--- src/rtl/ecc_cap_pkg.sv ---
package ecc_cap_pkg;
  localparam int WORD_W = 32;
  localparam int ECC_W  = 8;
  localparam int ROW_W  = 16;
  localparam int COL_W  = 15;
  localparam int BANK_W = 3;
  localparam int CS_W   = 2;
  localparam int REG_AW = 4;

  // software-visible field positions
  localparam int THR_LSB  = 16;
  localparam int PROP_BIT = 9;
  localparam int ROW_LSB  = 8;
  localparam int COL_LSB  = 8;
  localparam int BANK_LSB = 23;
  localparam int CS_LSB   = 1;

  typedef enum logic [REG_AW-1:0] {
    RA_CTRL   = 4'd0,
    RA_DHI    = 4'd1,
    RA_DLO    = 4'd2,
    RA_RXECC  = 4'd3,
    RA_CALC   = 4'd4,
    RA_ADDR   = 4'd5,
    RA_SBECNT = 4'd6,
    RA_DBECNT = 4'd7,
    RA_CAUSE0 = 4'd8,
    RA_CAUSE1 = 4'd9,
    RA_MASK   = 4'd10,
    RA_SYND   = 4'd11
  } reg_addr_e;

  typedef struct packed {
    logic                  dbe;
    logic [CS_W-1:0]       cs;
    logic [BANK_W-1:0]     bank;
    logic [ROW_W-1:0]      row;
    logic [COL_W-1:0]      col;
    logic [2*WORD_W-1:0]   data;
    logic [ECC_W-1:0]      rx;
    logic [ECC_W-1:0]      calc;
  } err_rec_t;
endpackage

--- src/rtl/ecc_evt_qual.sv ---
module ecc_evt_qual #(
  parameter int THR_W = 8
) (
  input  logic             clk,
  input  logic             rst,
  input  logic             err_valid,
  input  logic             err_dbe,
  input  logic [THR_W-1:0] thr,
  input  logic             thr_wr,
  output logic             sbe_evt,
  output logic             dbe_evt,
  output logic             sbe_cap,
  output logic             capture
);
  logic [THR_W-1:0] pace_q;
  logic [THR_W:0]   pace_inc;
  logic             thr_on;
  logic             pace_hit;

  assign sbe_evt  = err_valid & ~err_dbe;
  assign dbe_evt  = err_valid & err_dbe;
  assign thr_on   = (thr != '0);
  assign pace_inc = {1'b0, pace_q} + 1'b1;
  assign pace_hit = thr_on && (pace_inc >= {1'b0, thr});
  assign sbe_cap  = sbe_evt & pace_hit;
  assign capture  = dbe_evt | sbe_cap;

  always_ff @(posedge clk) begin
    if (rst || thr_wr) begin
      pace_q <= '0;
    end else if (sbe_evt && thr_on) begin
      pace_q <= pace_hit ? '0 : pace_inc[THR_W-1:0];
    end
  end

  // pacing count stays below a nonzero threshold
  a_r3_pace_below_thr: assert property (@(posedge clk) disable iff (rst)
    (thr != '0) |-> (pace_q < thr));
  // threshold of one captures every single-bit event
  a_r3_thr_one_all: assert property (@(posedge clk) disable iff (rst)
    (sbe_evt && thr == THR_W'(1)) |-> sbe_cap);
endmodule

--- src/rtl/ecc_sat_counter.sv ---
module ecc_sat_counter #(
  parameter int W = 32
) (
  input  logic         clk,
  input  logic         rst,
  input  logic         inc,
  input  logic         clr,
  output logic [W-1:0] cnt
);
  logic [W-1:0] base;

  always_comb begin
    base = clr ? '0 : cnt;
  end

  always_ff @(posedge clk) begin
    if (rst) begin
      cnt <= '0;
    end else if (inc && base != '1) begin
      cnt <= base + 1'b1;
    end else begin
      cnt <= base;
    end
  end

  // a full counter holds at all-ones
  a_r4_saturate: assert property (@(posedge clk) disable iff (rst)
    (cnt == '1 && !clr) |=> (cnt == '1));
  // an event below saturation advances by exactly one
  a_r4_step_one: assert property (@(posedge clk) disable iff (rst)
    (inc && !clr && cnt != '1) |=> (cnt == $past(cnt) + 1'b1));
  // clear without event empties the counter
  a_r5_clear: assert property (@(posedge clk) disable iff (rst)
    (clr && !inc) |=> (cnt == '0));
endmodule

--- src/rtl/ecc_cause_reg.sv ---
module ecc_cause_reg (
  input  logic       clk,
  input  logic       rst,
  input  logic [1:0] set,
  input  logic       wen,
  input  logic [1:0] wdata,
  output logic [1:0] q
);
  logic [1:0] kept;

  always_comb begin
    kept = wen ? (q & wdata) : q;
  end

  always_ff @(posedge clk) begin
    if (rst) begin
      q <= '0;
    end else begin
      q <= kept | set;
    end
  end

  // a set bit survives anything but a written zero
  a_r6_sticky_lo: assert property (@(posedge clk) disable iff (rst)
    (q[0] && !(wen && !wdata[0])) |=> q[0]);
  a_r6_sticky_hi: assert property (@(posedge clk) disable iff (rst)
    (q[1] && !(wen && !wdata[1])) |=> q[1]);
  // a setting event wins over a same-cycle clear
  a_r6_set_wins: assert property (@(posedge clk) disable iff (rst)
    set[1] |=> q[1]);
endmodule

--- src/rtl/dram_ecc_capture.sv ---
module dram_ecc_capture
  import ecc_cap_pkg::*;
#(
  parameter int CNT_W     = 32,
  parameter int THR_W     = 8,
  parameter int NUM_CAUSE = 2
) (
  input  logic                  clk,
  input  logic                  rst,
  input  logic                  err_valid,
  input  logic                  err_dbe,
  input  logic [CS_W-1:0]       err_cs,
  input  logic [BANK_W-1:0]     err_bank,
  input  logic [ROW_W-1:0]      err_row,
  input  logic [COL_W-1:0]      err_col,
  input  logic [2*WORD_W-1:0]   err_data,
  input  logic [ECC_W-1:0]      err_rx_ecc,
  input  logic [ECC_W-1:0]      err_calc_ecc,
  input  logic                  reg_wen,
  input  logic [REG_AW-1:0]     reg_addr,
  input  logic [WORD_W-1:0]     reg_wdata,
  output logic [WORD_W-1:0]     reg_rdata,
  output logic                  irq,
  output logic                  ue_fwd
);
  localparam int DATA_W = 2 * WORD_W;

  logic [THR_W-1:0] thr_q;
  logic             prop_q;
  logic [1:0]       mask_q;
  err_rec_t         cap_q;
  err_rec_t         cap_d;

  logic sbe_evt, dbe_evt, sbe_cap, capture;
  logic wr_ctrl, wr_mask, clr_sbe, clr_dbe;
  logic [CNT_W-1:0] sbe_cnt, dbe_cnt;
  logic [1:0] cause_q [NUM_CAUSE];
  logic [1:0] cause_any;
  logic [WORD_W-1:0] rd_mux;

  // register write decode
  assign wr_ctrl = reg_wen && (reg_addr == RA_CTRL);
  assign wr_mask = reg_wen && (reg_addr == RA_MASK);
  assign clr_sbe = reg_wen && (reg_addr == RA_SBECNT) && (reg_wdata == '0);
  assign clr_dbe = reg_wen && (reg_addr == RA_DBECNT) && (reg_wdata == '0);

  always_ff @(posedge clk) begin
    if (rst) begin
      thr_q  <= '0;
      prop_q <= 1'b0;
      mask_q <= '0;
    end else begin
      if (wr_ctrl) begin
        thr_q  <= reg_wdata[THR_LSB +: THR_W];
        prop_q <= reg_wdata[PROP_BIT];
      end
      if (wr_mask) begin
        mask_q <= reg_wdata[1:0];
      end
    end
  end

  ecc_evt_qual #(.THR_W(THR_W)) u_qual (
    .clk(clk), .rst(rst), .err_valid(err_valid), .err_dbe(err_dbe),
    .thr(thr_q), .thr_wr(wr_ctrl),
    .sbe_evt(sbe_evt), .dbe_evt(dbe_evt), .sbe_cap(sbe_cap), .capture(capture)
  );

  ecc_sat_counter #(.W(CNT_W)) u_sbe_cnt (
    .clk(clk), .rst(rst), .inc(sbe_evt), .clr(clr_sbe), .cnt(sbe_cnt)
  );

  ecc_sat_counter #(.W(CNT_W)) u_dbe_cnt (
    .clk(clk), .rst(rst), .inc(dbe_evt), .clr(clr_dbe), .cnt(dbe_cnt)
  );

  // capture record of the latest qualifying event
  always_comb begin
    cap_d.dbe  = err_dbe;
    cap_d.cs   = err_cs;
    cap_d.bank = err_bank;
    cap_d.row  = err_row;
    cap_d.col  = err_col;
    cap_d.data = err_data;
    cap_d.rx   = err_rx_ecc;
    cap_d.calc = err_calc_ecc;
  end

  always_ff @(posedge clk) begin
    if (rst) begin
      cap_q <= '0;
    end else if (capture) begin
      cap_q <= cap_d;
    end
  end

  // sticky cause words
  generate
    for (genvar g = 0; g < NUM_CAUSE; g++) begin : g_cause
      ecc_cause_reg u_cause (
        .clk(clk), .rst(rst),
        .set({dbe_evt, sbe_cap}),
        .wen(reg_wen && (reg_addr == REG_AW'(RA_CAUSE0) + REG_AW'(g))),
        .wdata(reg_wdata[1:0]),
        .q(cause_q[g])
      );
    end
  endgenerate

  always_comb begin
    cause_any = '0;
    for (int i = 0; i < NUM_CAUSE; i++) begin
      cause_any = cause_any | cause_q[i];
    end
  end

  // read mux
  always_comb begin
    rd_mux = '0;
    case (reg_addr)
      RA_CTRL: begin
        rd_mux[THR_LSB +: THR_W] = thr_q;
        rd_mux[PROP_BIT]         = prop_q;
      end
      RA_DHI:    rd_mux = cap_q.data[DATA_W-1:WORD_W];
      RA_DLO:    rd_mux = cap_q.data[WORD_W-1:0];
      RA_RXECC:  rd_mux[ECC_W-1:0] = cap_q.rx;
      RA_CALC: begin
        rd_mux[ECC_W-1:0]          = cap_q.calc;
        rd_mux[ROW_LSB +: ROW_W]   = cap_q.row;
      end
      RA_ADDR: begin
        rd_mux[0]                  = cap_q.dbe;
        rd_mux[CS_LSB +: CS_W]     = cap_q.cs;
        rd_mux[COL_LSB +: COL_W]   = cap_q.col;
        rd_mux[BANK_LSB +: BANK_W] = cap_q.bank;
      end
      RA_SBECNT: rd_mux = WORD_W'(sbe_cnt);
      RA_DBECNT: rd_mux = WORD_W'(dbe_cnt);
      RA_CAUSE0: rd_mux[1:0] = cause_q[0];
      RA_CAUSE1: rd_mux[1:0] = cause_q[NUM_CAUSE-1];
      RA_MASK:   rd_mux[1:0] = mask_q;
      RA_SYND:   rd_mux[ECC_W-1:0] = cap_q.rx ^ cap_q.calc;
      default:   rd_mux = '0;
    endcase
  end

  always_ff @(posedge clk) begin
    if (rst) begin
      reg_rdata <= '0;
      irq       <= 1'b0;
      ue_fwd    <= 1'b0;
    end else begin
      reg_rdata <= rd_mux;
      irq       <= |(cause_any & mask_q);
      ue_fwd    <= dbe_evt & prop_q;
    end
  end

  // a double-bit strobe leaves its kind in the capture
  a_r2_dbe_captured: assert property (@(posedge clk) disable iff (rst)
    dbe_evt |=> cap_q.dbe);
  // a zero mask keeps the interrupt low
  a_r8_masked_quiet: assert property (@(posedge clk) disable iff (rst)
    (mask_q == 2'b00) |=> !irq);
  // propagation disabled keeps the forward pulse low
  a_r9_no_fwd: assert property (@(posedge clk) disable iff (rst)
    !prop_q |=> !ue_fwd);
  // forward pulse only follows a double-bit strobe
  a_r9_fwd_source: assert property (@(posedge clk) disable iff (rst)
    !dbe_evt |=> !ue_fwd);
endmodule

--- config.mk ---
export PLATFORM = sky130hd
export DESIGN_NAME = dram_ecc_capture
export DESIGN_NICKNAME = d
export VERILOG_FILES = /design/src/rtl/ecc_cap_pkg.sv /design/src/rtl/ecc_evt_qual.sv /design/src/rtl/ecc_sat_counter.sv /design/src/rtl/ecc_cause_reg.sv /design/src/rtl/dram_ecc_capture.sv
export SDC_FILE = /design/constraint.sdc
export NUM_CORES = 1
export LEC_CHECK = 0
export ABC_AREA = 1
export BUFFER_PORTS_ARGS = -buffer_cell sky130_fd_sc_hd__buf_2
export CORE_ASPECT_RATIO = 0.6
export CORE_MARGIN = 2
export CORE_UTILIZATION = 45
export DETAILED_ROUTE_END_ITERATION = 6
export PLACE_DENSITY = 0.68
export SLEW_MARGIN = 20
export SYNTH_ARGS = -nofsm -noshare
export SYNTH_HDL_FRONTEND = slang
export SYNTH_HIERARCHICAL = 1
export SYNTH_SLANG_ARGS = --single-unit
--- constraint.sdc ---
create_clock -name clk -period 2.7 [get_ports clk]
set_input_delay 0.27 -clock clk [delete_from_list [all_inputs] [get_ports clk]]
set_output_delay 0.27 -clock clk [all_outputs]
set_load 0.01 [all_outputs]
==> tab_implementation.tex, run 1 <==
\begin{tabular}{lr}
\hline
Metric & Value \\
\hline
\multicolumn{2}{l}{\textbf{Run status}} \\
Outcome & finished with violations \\
Violated checks & negative hold slack \\
\multicolumn{2}{l}{\textbf{Cells and area}} \\
Layout Nets & 2400 \\
Share of post-route cells with drive strength above 1 & 0.260 \\
Filler-free cell count of the finished design & roughly 2600 \\
Antenna diodes & 0 \\
Relative area change from synthesis to final layout & 36.8\% \\
\multicolumn{2}{l}{\textbf{Timing}} \\
Final min period & around 2700 ps \\
Maximum operating frequency & between 300 and 400 MHz \\
Setup total negative slack & 0 ps \\
Slew HR & 0.340 \\
Worst hold slack & -8.59 ps \\
Period utilisation layout & 0.985 \\
Slew Viols, Final & 0 \\
Final WS setup & around 41 ps \\
Hold Vio Cnt, Final & 1 \\
Final clock skew & around 21 ps \\
Least-Margin Pin Slew & 990 ps \\
Total setup violations reported at the end of the flow & 0 \\
Setup repair after global routing missed its margin & true \\
\multicolumn{2}{l}{\textbf{Critical path}} \\
Crit Path Category & reg2reg \\
End of the worst register-to-register path & cap\_q[26]\$\_SDFFE\_PP0P\_ \\
Kind of end point of the critical path & register \\
Reg2Reg Setup Slack & between 40 and 50 ps \\
Reg2reg path depth & 20 \\
Arrival time of data at the critical path endpoint & 3060 ps \\
Crit Reg-Reg Startpoint & u\_qual/pace\_q[1]\$\_SDFFE\_PP0P\_ \\
Crit path required time & around 3100 ps \\
Startpoint types & register \\
Maximum fanout along the worst path & 18 \\
\multicolumn{2}{l}{\textbf{Hold path}} \\
Hold Crit Endpoint & cap\_q[43]\$\_SDFFE\_PP0P\_ \\
Path type of the worst min-delay path & in2reg \\
Worst Min Path Start & err\_data[27] \\
Cell depth of the worst hold path & 3 \\
\multicolumn{2}{l}{\textbf{GRT}} \\
Pin count of the biggest net entering global routing & 84 \\
Via count of the first global-routing pass & between 10000 and 15000 \\
First-pass GRT wire length & just under 70000 µm \\
Antenna violations before repair & 0 \\
Remaining Overflow, GRT & 0 \\
Gr usage total & 0.299 \\
\multicolumn{2}{l}{\textbf{Routing}} \\
Number of DRC markers in iteration 0 & 1616 \\
DRC & 0 \\
Total wire length & 47000 µm \\
TritonRoute pass-1 iters & 5 \\
Routed via count & roughly 14000 \\
ANT nets after route & 0 \\
Vias per cell & approximately 5.3 \\
Routed len/inst & $\sim$18 µm \\
\multicolumn{2}{l}{\textbf{Logic synthesis}} \\
Count of flip-flops with a built-in enable after synthesis & 0 \\
Warnings, synthesis & 6 \\
Number of instances in the synthesized netlist & $\sim$1900 \\
Number of library cell types mapped by synthesis & 39 \\
Post-synthesis register bit count & 238 \\
Proportion of synthesized chip area in sequential cells & 0.383 \\
Synthesized cell area & $\sim$12000 µm² \\
Mapped Nets & about 2000 \\
Ys async rst share & 0 \\
Post-synthesis average cell area & 6.59 µm² \\
Most used DFF post-synth & sky130\_fd\_sc\_hd\_\_dfxtp\_1 \\
\multicolumn{2}{l}{\textbf{CTS}} \\
Cts bufs inserted & 25 \\
CTS H-tree depth & 1 \\
Insertion delay of the later-clocked pin in the worst-skew pair & between 500 and 600 ps \\
Sink count of the clock tree & 238 \\
Clock root buffer & sky130\_fd\_sc\_hd\_\_clkbuf\_16 \\
Clk slew on worst S/H paths & 60 ps \\
Clock Tree Buf Depth & 3 \\
TritonCTS clock tree & done \\
\multicolumn{2}{l}{\textbf{Power and ir drop}} \\
Worst IR Drop VDD & between 0.4 and 0.5 mV \\
Pwr dens & approximately 500 nW/µm² \\
Leakage power of the design & around 7.3 nW \\
Total power & approximately 8.6 mW \\
\multicolumn{2}{l}{\textbf{Place}} \\
Total instance count after detailed placement & roughly 2500 \\
Pre-CTS setup slack & -86.5 ps \\
Weighted congestion reported at the end of routability-driven placement & slightly above 1 \\
Half-perimeter wire length after detailed placement & $\sim$32000 µm \\
Count of buffers from port buffering & 190 \\
\multicolumn{2}{l}{\textbf{Floorplanning}} \\
Die Span X & 219 µm \\
Total number of placement rows & 47 \\
Floorplan core area & 27400 µm² \\
Number of placed I/O pins & 191 \\
Area of the die & between 20000 and 30000 µm² \\
Starting utilization of the core area & 0.455 \\
Vertical die dimension & approximately 130 µm \\
\multicolumn{2}{l}{\textbf{Run}} \\
Number of max-cap violations & 0 \\
\hline
\end{tabular}
## layout by cell type (no fill, tap or decap), types with 33 or more instances in the layout
master	netlist	final
sky130_fd_sc_hd__a21oi_1	157	141
sky130_fd_sc_hd__a21oi_2	17	33
sky130_fd_sc_hd__buf_2	31	189
sky130_fd_sc_hd__buf_4	3	81
sky130_fd_sc_hd__clkbuf_16	0	36
sky130_fd_sc_hd__dfxtp_1	238	235
sky130_fd_sc_hd__dlygate4sd3_1	0	93
sky130_fd_sc_hd__inv_1	171	167
sky130_fd_sc_hd__nand2_1	599	562
sky130_fd_sc_hd__nand2_2	20	51
sky130_fd_sc_hd__nand3_1	86	82
sky130_fd_sc_hd__nor2_1	286	257
sky130_fd_sc_hd__nor2_2	18	37
## timing repair
action / CTS / global route
gates resized for setup: 15 / 148
pin swaps: 1 / 40
hold endpoints to repair: 92 / 1
gates cloned: 2 / 14
hold buffers: 92 / 1
setup endpoints to repair: 117 / 136
buffers inserted: 3 / 1
## final cells by class
cell class,instances,area (µm²)
timing repair inverter,1,16.3
timing repair buffer,398,3210
sequential,238,4770
clock buffer,34,709
clock inverter,12,163
inverter,188,739
multi-input combinational,1379,6970
tap,367,459
fill,2453,10400
## cells by family (layout without fill, tap and decap cells)
family,Yosys count,after routing,synth area share
adder cells (fa/ha/maj),12,12,0.0121
buffers and inverters,273,633,0.0967
AND/OR/NAND/NOR,1100,1100,0.381
XOR/XNOR,11,11,0.00834
flip-flops,238,238,0.383
AO/OA/AOI/OAI,256,256,0.119
## cells in the mapped netlist, types with 2 or more instances
cell | n | area [µm²]
sky130_fd_sc_hd__ha_1 | 12 | 150
sky130_fd_sc_hd__a21oi_2 | 17 | 149
sky130_fd_sc_hd__nor2_4 | 12 | 135
sky130_fd_sc_hd__clkbuf_1 | 34 | 128
sky130_fd_sc_hd__a211oi_1 | 48 | 360
sky130_fd_sc_hd__nand3_4 | 2 | 35.0
sky130_fd_sc_hd__nor3_1 | 14 | 70.1
sky130_fd_sc_hd__inv_1 | 171 | 642
sky130_fd_sc_hd__nand3_1 | 86 | 430
sky130_fd_sc_hd__nand2_4 | 8 | 90.1
sky130_fd_sc_hd__inv_2 | 14 | 52.6
sky130_fd_sc_hd__buf_1 | 5 | 18.8
sky130_fd_sc_hd__buf_12 | 4 | 80.1
sky130_fd_sc_hd__buf_2 | 31 | 155
sky130_fd_sc_hd__o21ai_0 | 21 | 105
sky130_fd_sc_hd__and2_1 | 2 | 12.5
sky130_fd_sc_hd__or2_2 | 4 | 25.0
sky130_fd_sc_hd__nor2_1 | 286 | 1070
sky130_fd_sc_hd__nand4_1 | 29 | 181
sky130_fd_sc_hd__nand4_2 | 3 | 37.5
sky130_fd_sc_hd__buf_6 | 8 | 90.1
sky130_fd_sc_hd__o22ai_1 | 8 | 50.1
sky130_fd_sc_hd__a21oi_1 | 157 | 786
sky130_fd_sc_hd__nand3_2 | 17 | 170
sky130_fd_sc_hd__buf_4 | 3 | 22.5
sky130_fd_sc_hd__dfxtp_1 | 238 | 4760
sky130_fd_sc_hd__nand2_1 | 599 | 2250
sky130_fd_sc_hd__nor2_2 | 18 | 113
sky130_fd_sc_hd__xor2_1 | 9 | 78.8
sky130_fd_sc_hd__nand2_2 | 20 | 125
sky130_fd_sc_hd__inv_4 | 2 | 12.5
## through the flow
stage / cell area [µm²] / utilization
finish: 17000 / 0.622
global route: 17000 / 0.622
CTS: 16200 / 0.590
detailed placement: 14200 / 0.520
global placement: 14200 / 0.520
floorplan: 12500 / -
## state kept, by name, indices dropped and copies added (netlist names)
name / flops
ue_fwd: 1
cap_q: 117
g_cause.u_cause/q: 4
thr_q: 8
u_qual/pace_q: 8
reg_rdata: 32
mask_q: 2
irq: 1
prop_q: 1
u_sbe_cnt/cnt: 32
u_dbe_cnt/cnt: 32
## power breakdown
group	total [mW]	leakage, nW	internal, mW	switching, mW
clock	3.68	0.426	2.15	1.53
sequential	3.74	1.94	3.66	0.0839
combinational	1.15	4.94	0.516	0.630
## metal layers
metal	GRT usage	part of all wire	up-vias
met2	0.414	0.41	746
met3	0.0756	0.12	84
met4	0.0676	0.022	0
met5	0	0	-
met1	0.459	0.46	6371
li1	-	-	6663
## worst max path at each step
stage,start,endpoint,depth (start not counted)
detailed placement,u_qual/pace_q[0]$_SDFFE_PP0P_,cap_q[21]$_SDFFE_PP0P_,18
finish,u_qual/pace_q[1]$_SDFFE_PP0P_,cap_q[26]$_SDFFE_PP0P_,20
global placement,u_qual/pace_q[0]$_SDFFE_PP0P_,cap_q[21]$_SDFFE_PP0P_,18
global route,u_qual/pace_q[1]$_SDFFE_PP0P_,cap_q[93]$_SDFFE_PP0P_,19
CTS,u_qual/pace_q[1]$_SDFFE_PP0P_,cap_q[31]$_SDFFE_PP0P_,19
floorplan,u_qual/pace_q[0]$_SDFFE_PP0P_,cap_q[67]$_SDFFE_PP0P_,20
## critical path, cell delays in order (launching register included)
cell and delay (ps):
sky130_fd_sc_hd__dfxtp_2 340, sky130_fd_sc_hd__buf_4 150, sky130_fd_sc_hd__a31o_2 230, sky130_fd_sc_hd__nand2_1 50, sky130_fd_sc_hd__inv_1 60, sky130_fd_sc_hd__ha_1 270
sky130_fd_sc_hd__nand2_1 60, sky130_fd_sc_hd__inv_2 60, sky130_fd_sc_hd__nand2_1 60, sky130_fd_sc_hd__nand3_2 80, sky130_fd_sc_hd__nand2_1 60, sky130_fd_sc_hd__nand2_1 60
sky130_fd_sc_hd__nand2_2 80, sky130_fd_sc_hd__nand2_2 90, sky130_fd_sc_hd__inv_2 60, sky130_fd_sc_hd__o21ai_4 140, sky130_fd_sc_hd__buf_12 190, sky130_fd_sc_hd__clkinv_16 110
sky130_fd_sc_hd__buf_12 170, sky130_fd_sc_hd__nor2_1 110, sky130_fd_sc_hd__a211oi_1 60
Power figures use the tool's default switching activity.
==> run 2, diff against run 1 <==
Settings changed: SYNTH_HIERARCHICAL 1 to default.
==> run 2 against run 1 <==
  * The run now ends clean
  * Die area fell by 0.39%
  * Wire length fell by 2.6%
  * Synthesized area fell by 0.40%
  * Flip-flop and latch count did not move
  * Combinational power fell by 14%
  * Count of clock-buffer cells in the layout did not move
  * First-iteration DRC count fell by 6.4%
  * Maximum frequency rose by 2.2%
  * Sequential power barely moved
  * Largest power group unchanged
==> tab_implementation.tex, run 2 <==
\begin{tabular}{lr}
\hline
Metric & Value \\
\hline
\multicolumn{2}{l}{\textbf{Critical path}} \\
Buf/Inv on CP & 4 \\
Critical Path Start & u\_qual.pace\_q[1]\$\_SDFFE\_PP0P\_ \\
Ordered list of cells on the worst path & ha\_4 -> nand2\_2 -> nor2\_4 -> buf\_4 -> xnor2\_1 -> inv\_1 -> ha\_1 -> a21oi\_2 -> o21ai\_1 -> nand2\_1 -> nand2\_2 -> nand2\_8 -> nand2\_8 -> clkbuf\_16 -> buf\_6 -> nand2\_2 -> a21oi\_1 \\
Kind of end point of the critical path & register \\
Max incr delay on CP & around 370 ps \\
Cell with the most instances on the worst path & sky130\_fd\_sc\_hd\_\_nand2\_2 \\
WP depth & 17 \\
Crit path required time & a little over 3000 ps \\
Maximum fanout along the worst path & 6 \\
Crit Reg-Reg Startpoint & u\_qual.pace\_q[1]\$\_SDFFE\_PP0P\_ \\
Reg2Reg Setup Slack & $\sim$100 ps \\
Arrival time of data at the critical path endpoint & 2990 ps \\
Top cell family by delay on the critical path & simple AND/OR/NAND/NOR gates \\
CP Capture Point & cap\_q[62]\$\_SDFFE\_PP0P\_ \\
End of the worst register-to-register path & cap\_q[62]\$\_SDFFE\_PP0P\_ \\
Worst-path cell with the longest stage delay & sky130\_fd\_sc\_hd\_\_dfxtp\_2 \\
Startpoint types & register \\
Crit Path Category & reg2reg \\
Reg2reg path depth & 17 \\
\multicolumn{2}{l}{\textbf{CTS}} \\
Sink count of the clock tree & between 200 and 250 \\
Clk slew on worst S/H paths & roughly 70 ps \\
Insertion delay of the later-clocked pin in the worst-skew pair & 540 ps \\
Clock root buffer & sky130\_fd\_sc\_hd\_\_clkbuf\_16 \\
Cts bufs inserted & 24 \\
CTS H-tree depth & 1 \\
Clock Tree Buf Depth & 3 \\
TritonCTS clock tree & done \\
\multicolumn{2}{l}{\textbf{Cells and area}} \\
Relative area change from synthesis to final layout & 30.6\% \\
Filler-free cell count of the finished design & approximately 2500 \\
Flip-flop count of the largest register, all copies and words added & 117 \\
Share of post-route cells with drive strength above 1 & 0.200 \\
Most common library cell in the layout ignoring fill and taps & sky130\_fd\_sc\_hd\_\_nand2\_1 \\
Fillcell total & 2522 \\
Register ranked first by flip-flop count & cap\_q \\
Antenna diodes & 0 \\
Commonest cells after routing, fill and taps aside & sky130\_fd\_sc\_hd\_\_nand2\_1, sky130\_fd\_sc\_hd\_\_nand3\_1, sky130\_fd\_sc\_hd\_\_dfxtp\_1 \\
Layout Nets & between 2000 and 2500 \\
\multicolumn{2}{l}{\textbf{Logic synthesis}} \\
Cell taking the most area after synthesis & sky130\_fd\_sc\_hd\_\_dfxtp\_1 \\
Count of flip-flops with a built-in enable after synthesis & 0 \\
Number of library cell types mapped by synthesis & 50 \\
Post-synthesis register bit count & $\sim$240 \\
Warnings, synthesis & 0 \\
Most frequently used cell type in the post-synthesis netlist & sky130\_fd\_sc\_hd\_\_nand2\_1 \\
Post-synthesis average cell area & 6.77 µm² \\
Most used DFF post-synth & sky130\_fd\_sc\_hd\_\_dfxtp\_1 \\
Most area-consuming cells after synthesis & sky130\_fd\_sc\_hd\_\_dfxtp\_1, sky130\_fd\_sc\_hd\_\_nand2\_1, sky130\_fd\_sc\_hd\_\_nand3\_1, sky130\_fd\_sc\_hd\_\_a21oi\_1, sky130\_fd\_sc\_hd\_\_nor2\_1 \\
List of most frequent post-synthesis cells & sky130\_fd\_sc\_hd\_\_nand2\_1, sky130\_fd\_sc\_hd\_\_nand3\_1, sky130\_fd\_sc\_hd\_\_dfxtp\_1, sky130\_fd\_sc\_hd\_\_nor2\_1, sky130\_fd\_sc\_hd\_\_a21oi\_1 \\
Ys async rst share & 0 \\
Number of instances in the synthesized netlist & between 1500 and 2000 \\
Mapped Nets & about 2000 \\
Synthesized cell area & approximately 12000 µm² \\
Proportion of synthesized chip area in sequential cells & 0.384 \\
Area share of the largest cell type after synthesis & 0.384 \\
\multicolumn{2}{l}{\textbf{Place}} \\
Weighted congestion reported at the end of routability-driven placement & just under 1 \\
Half-perimeter wire length after detailed placement & 31300 µm \\
Total instance count after detailed placement & between 2000 and 2500 \\
Count of buffers from port buffering & 190 \\
\multicolumn{2}{l}{\textbf{GRT}} \\
Pin count of the biggest net entering global routing & 124 \\
Remaining Overflow, GRT & 0 \\
Gr usage total & 0.302 \\
Via count of the first global-routing pass & 12700 \\
First-pass GRT wire length & 68900 µm \\
Antenna violations before repair & 1 \\
\multicolumn{2}{l}{\textbf{Floorplanning}} \\
Starting utilization of the core area & 0.454 \\
Total number of placement rows & 47 \\
Area of the die & between 20000 and 30000 µm² \\
Vertical die dimension & $\sim$130 µm \\
Die Span X & roughly 220 µm \\
Floorplan core area & roughly 27000 µm² \\
Number of placed I/O pins & between 150 and 200 \\
\multicolumn{2}{l}{\textbf{Timing}} \\
Setup total negative slack & 0 ps \\
Total setup violations reported at the end of the flow & 0 \\
Slew HR & 0.393 \\
Period utilisation layout & 0.964 \\
Maximum operating frequency & around 380 MHz \\
Hold Vio Cnt, Final & 0 \\
Slew Viols, Final & 0 \\
Final min period & $\sim$2600 ps \\
Least-Margin Pin Slew & 905 ps \\
Final clock skew & about 15 ps \\
Setup repair after global routing missed its margin & true \\
\multicolumn{2}{l}{\textbf{Hold path}} \\
Worst Min Path Start & err\_row[14] \\
Cell depth of the worst hold path & 3 \\
Path type of the worst min-delay path & in2reg \\
\multicolumn{2}{l}{\textbf{Power and ir drop}} \\
Share of total power in sequential cells & 0.463 \\
Pwr dens & 499 nW/µm² \\
Relative contribution of the clock network to total power & 0.415 \\
Switching part of the total power & 0.266 \\
Cell internal pwr & slightly below 6 mW \\
P\_sw & about 2.2 mW \\
Leakage power of the design & 6.85 nW \\
Worst IR Drop VDD & 0.418 mV \\
Combinational fraction of design power & 0.123 \\
Total power & 8.09 mW \\
\multicolumn{2}{l}{\textbf{Routing}} \\
Routed len/inst & about 18 µm \\
Vias per cell & 5.49 \\
Total wire length & 45700 µm \\
DRC & 0 \\
TritonRoute pass-1 iters & 5 \\
Number of DRC markers in iteration 0 & $\sim$1500 \\
ANT nets after route & 0 \\
Routed via count & roughly 14000 \\
\multicolumn{2}{l}{\textbf{Run status}} \\
Outcome & complete, no violations \\
\multicolumn{2}{l}{\textbf{Run}} \\
Number of max-cap violations & 0 \\
\hline
\end{tabular}
-- run 2: cell types whose count changed after synthesis, sizes merged, moves of 9 or more --
cell / before / now
nand2: 627 / 469
nand3: 105 / 261
nor2: 316 / 225
a211oi: 48 / 2
inv: 187 / 158
a221oi: 0 / 27
clkbuf: 34 / 61
nand4: 32 / 12
o21ai: 22 / 39
buf: 51 / 40
a31oi: 1 / 10
nand3b: 0 / 9
-- run 2: worst reg2reg max path, cell delays in order (launching register included) --
cell                        delay, ps
sky130_fd_sc_hd__dfxtp_2          370
sky130_fd_sc_hd__ha_4             180
sky130_fd_sc_hd__nand2_2           70
sky130_fd_sc_hd__nor2_4           130
sky130_fd_sc_hd__buf_4            120
sky130_fd_sc_hd__xnor2_1          100
sky130_fd_sc_hd__inv_1             90
sky130_fd_sc_hd__ha_1             290
sky130_fd_sc_hd__a21oi_2          140
sky130_fd_sc_hd__o21ai_1           80
sky130_fd_sc_hd__nand2_1           80
sky130_fd_sc_hd__nand2_2          100
sky130_fd_sc_hd__nand2_8          120
sky130_fd_sc_hd__nand2_8          110
sky130_fd_sc_hd__clkbuf_16        220
sky130_fd_sc_hd__buf_6            130
sky130_fd_sc_hd__nand2_2           50
sky130_fd_sc_hd__a21oi_1           50
-- run 2: layout make-up --
type	instances	area (µm²)	share of cell area
Inverter	161	604	0.0373
Multi-Input combinational cell	1332	6700	0.413
Timing Repair Buffer	385	2900	0.179
Sequential cell	238	4770	0.295
Tap cell	367	459	0.0283
Clock inverter	8	48.8	0.00301
Clock buffer	34	719	0.0444
-- run 2: through the flow --
step / utilization / area [µm²] / hold WS [ps] / worst slack, ps
floorplan: - / 12400 / 414 / 44.1
global placement: 0.518 / 14200 / 453 / -185
detailed placement: 0.518 / 14200 / 475 / -244
CTS: 0.582 / 15900 / 0.493 / 5.49
global route: 0.592 / 16200 / 5.92 / -68.5
finish: 0.592 / 16200 / 0.614 / 98.0
-- run 2: timing repair --
action,CTS,global route
gates resized for setup,8,50
hold buffers,90,0
endpoints found under the hold margin,90,0
setup endpoints to repair,106,122
setup buffers,0,4
pin swaps,1,7
cloned,2,3
-- run 2: worst min-delay path by stage --
stage	end
global route	cap_q[58]$_SDFFE_PP0P_
finish	cap_q[109]$_SDFFE_PP0P_
global placement	cap_q[116]$_SDFFE_PP0P_
CTS	cap_q[92]$_SDFFE_PP0P_
detailed placement	mask_q[1]$_SDFFE_PP0P_
floorplan	cap_q[20]$_SDFFE_PP0P_
-- run 2: power by group through the flow --
stage          sequential, mW  combinational, mW  clock, mW
2_1_floorplan            3.79              0.463          0
3_3_place_gp             3.81              0.768          0
3_5_place_dp             3.82              0.781          0
4_1_cts                  3.74              0.917       3.37
5_1_grt                  3.75               1.07       3.50
6_report                 3.74              0.991       3.35
-- run 2: layer usage --
layer | GRT usage | vias up | share of wire
li1 | - | 6681 | -
met1 | 0.443 | 6394 | 0.45
met2 | 0.454 | 711 | 0.43
met3 | 0.0552 | 73 | 0.10
met4 | 0.0722 | 2 | 0.023
met5 | 0 | - | 0.00028
-- run 2: cell families after synthesis --
logic type	after synthesis	synth area share
simple gates	990	0.350
fa+ha+maj	15	0.0151
flops	238	0.384
xor+xnor	20	0.0141
buf+inv	262	0.0920
compound gates	307	0.144
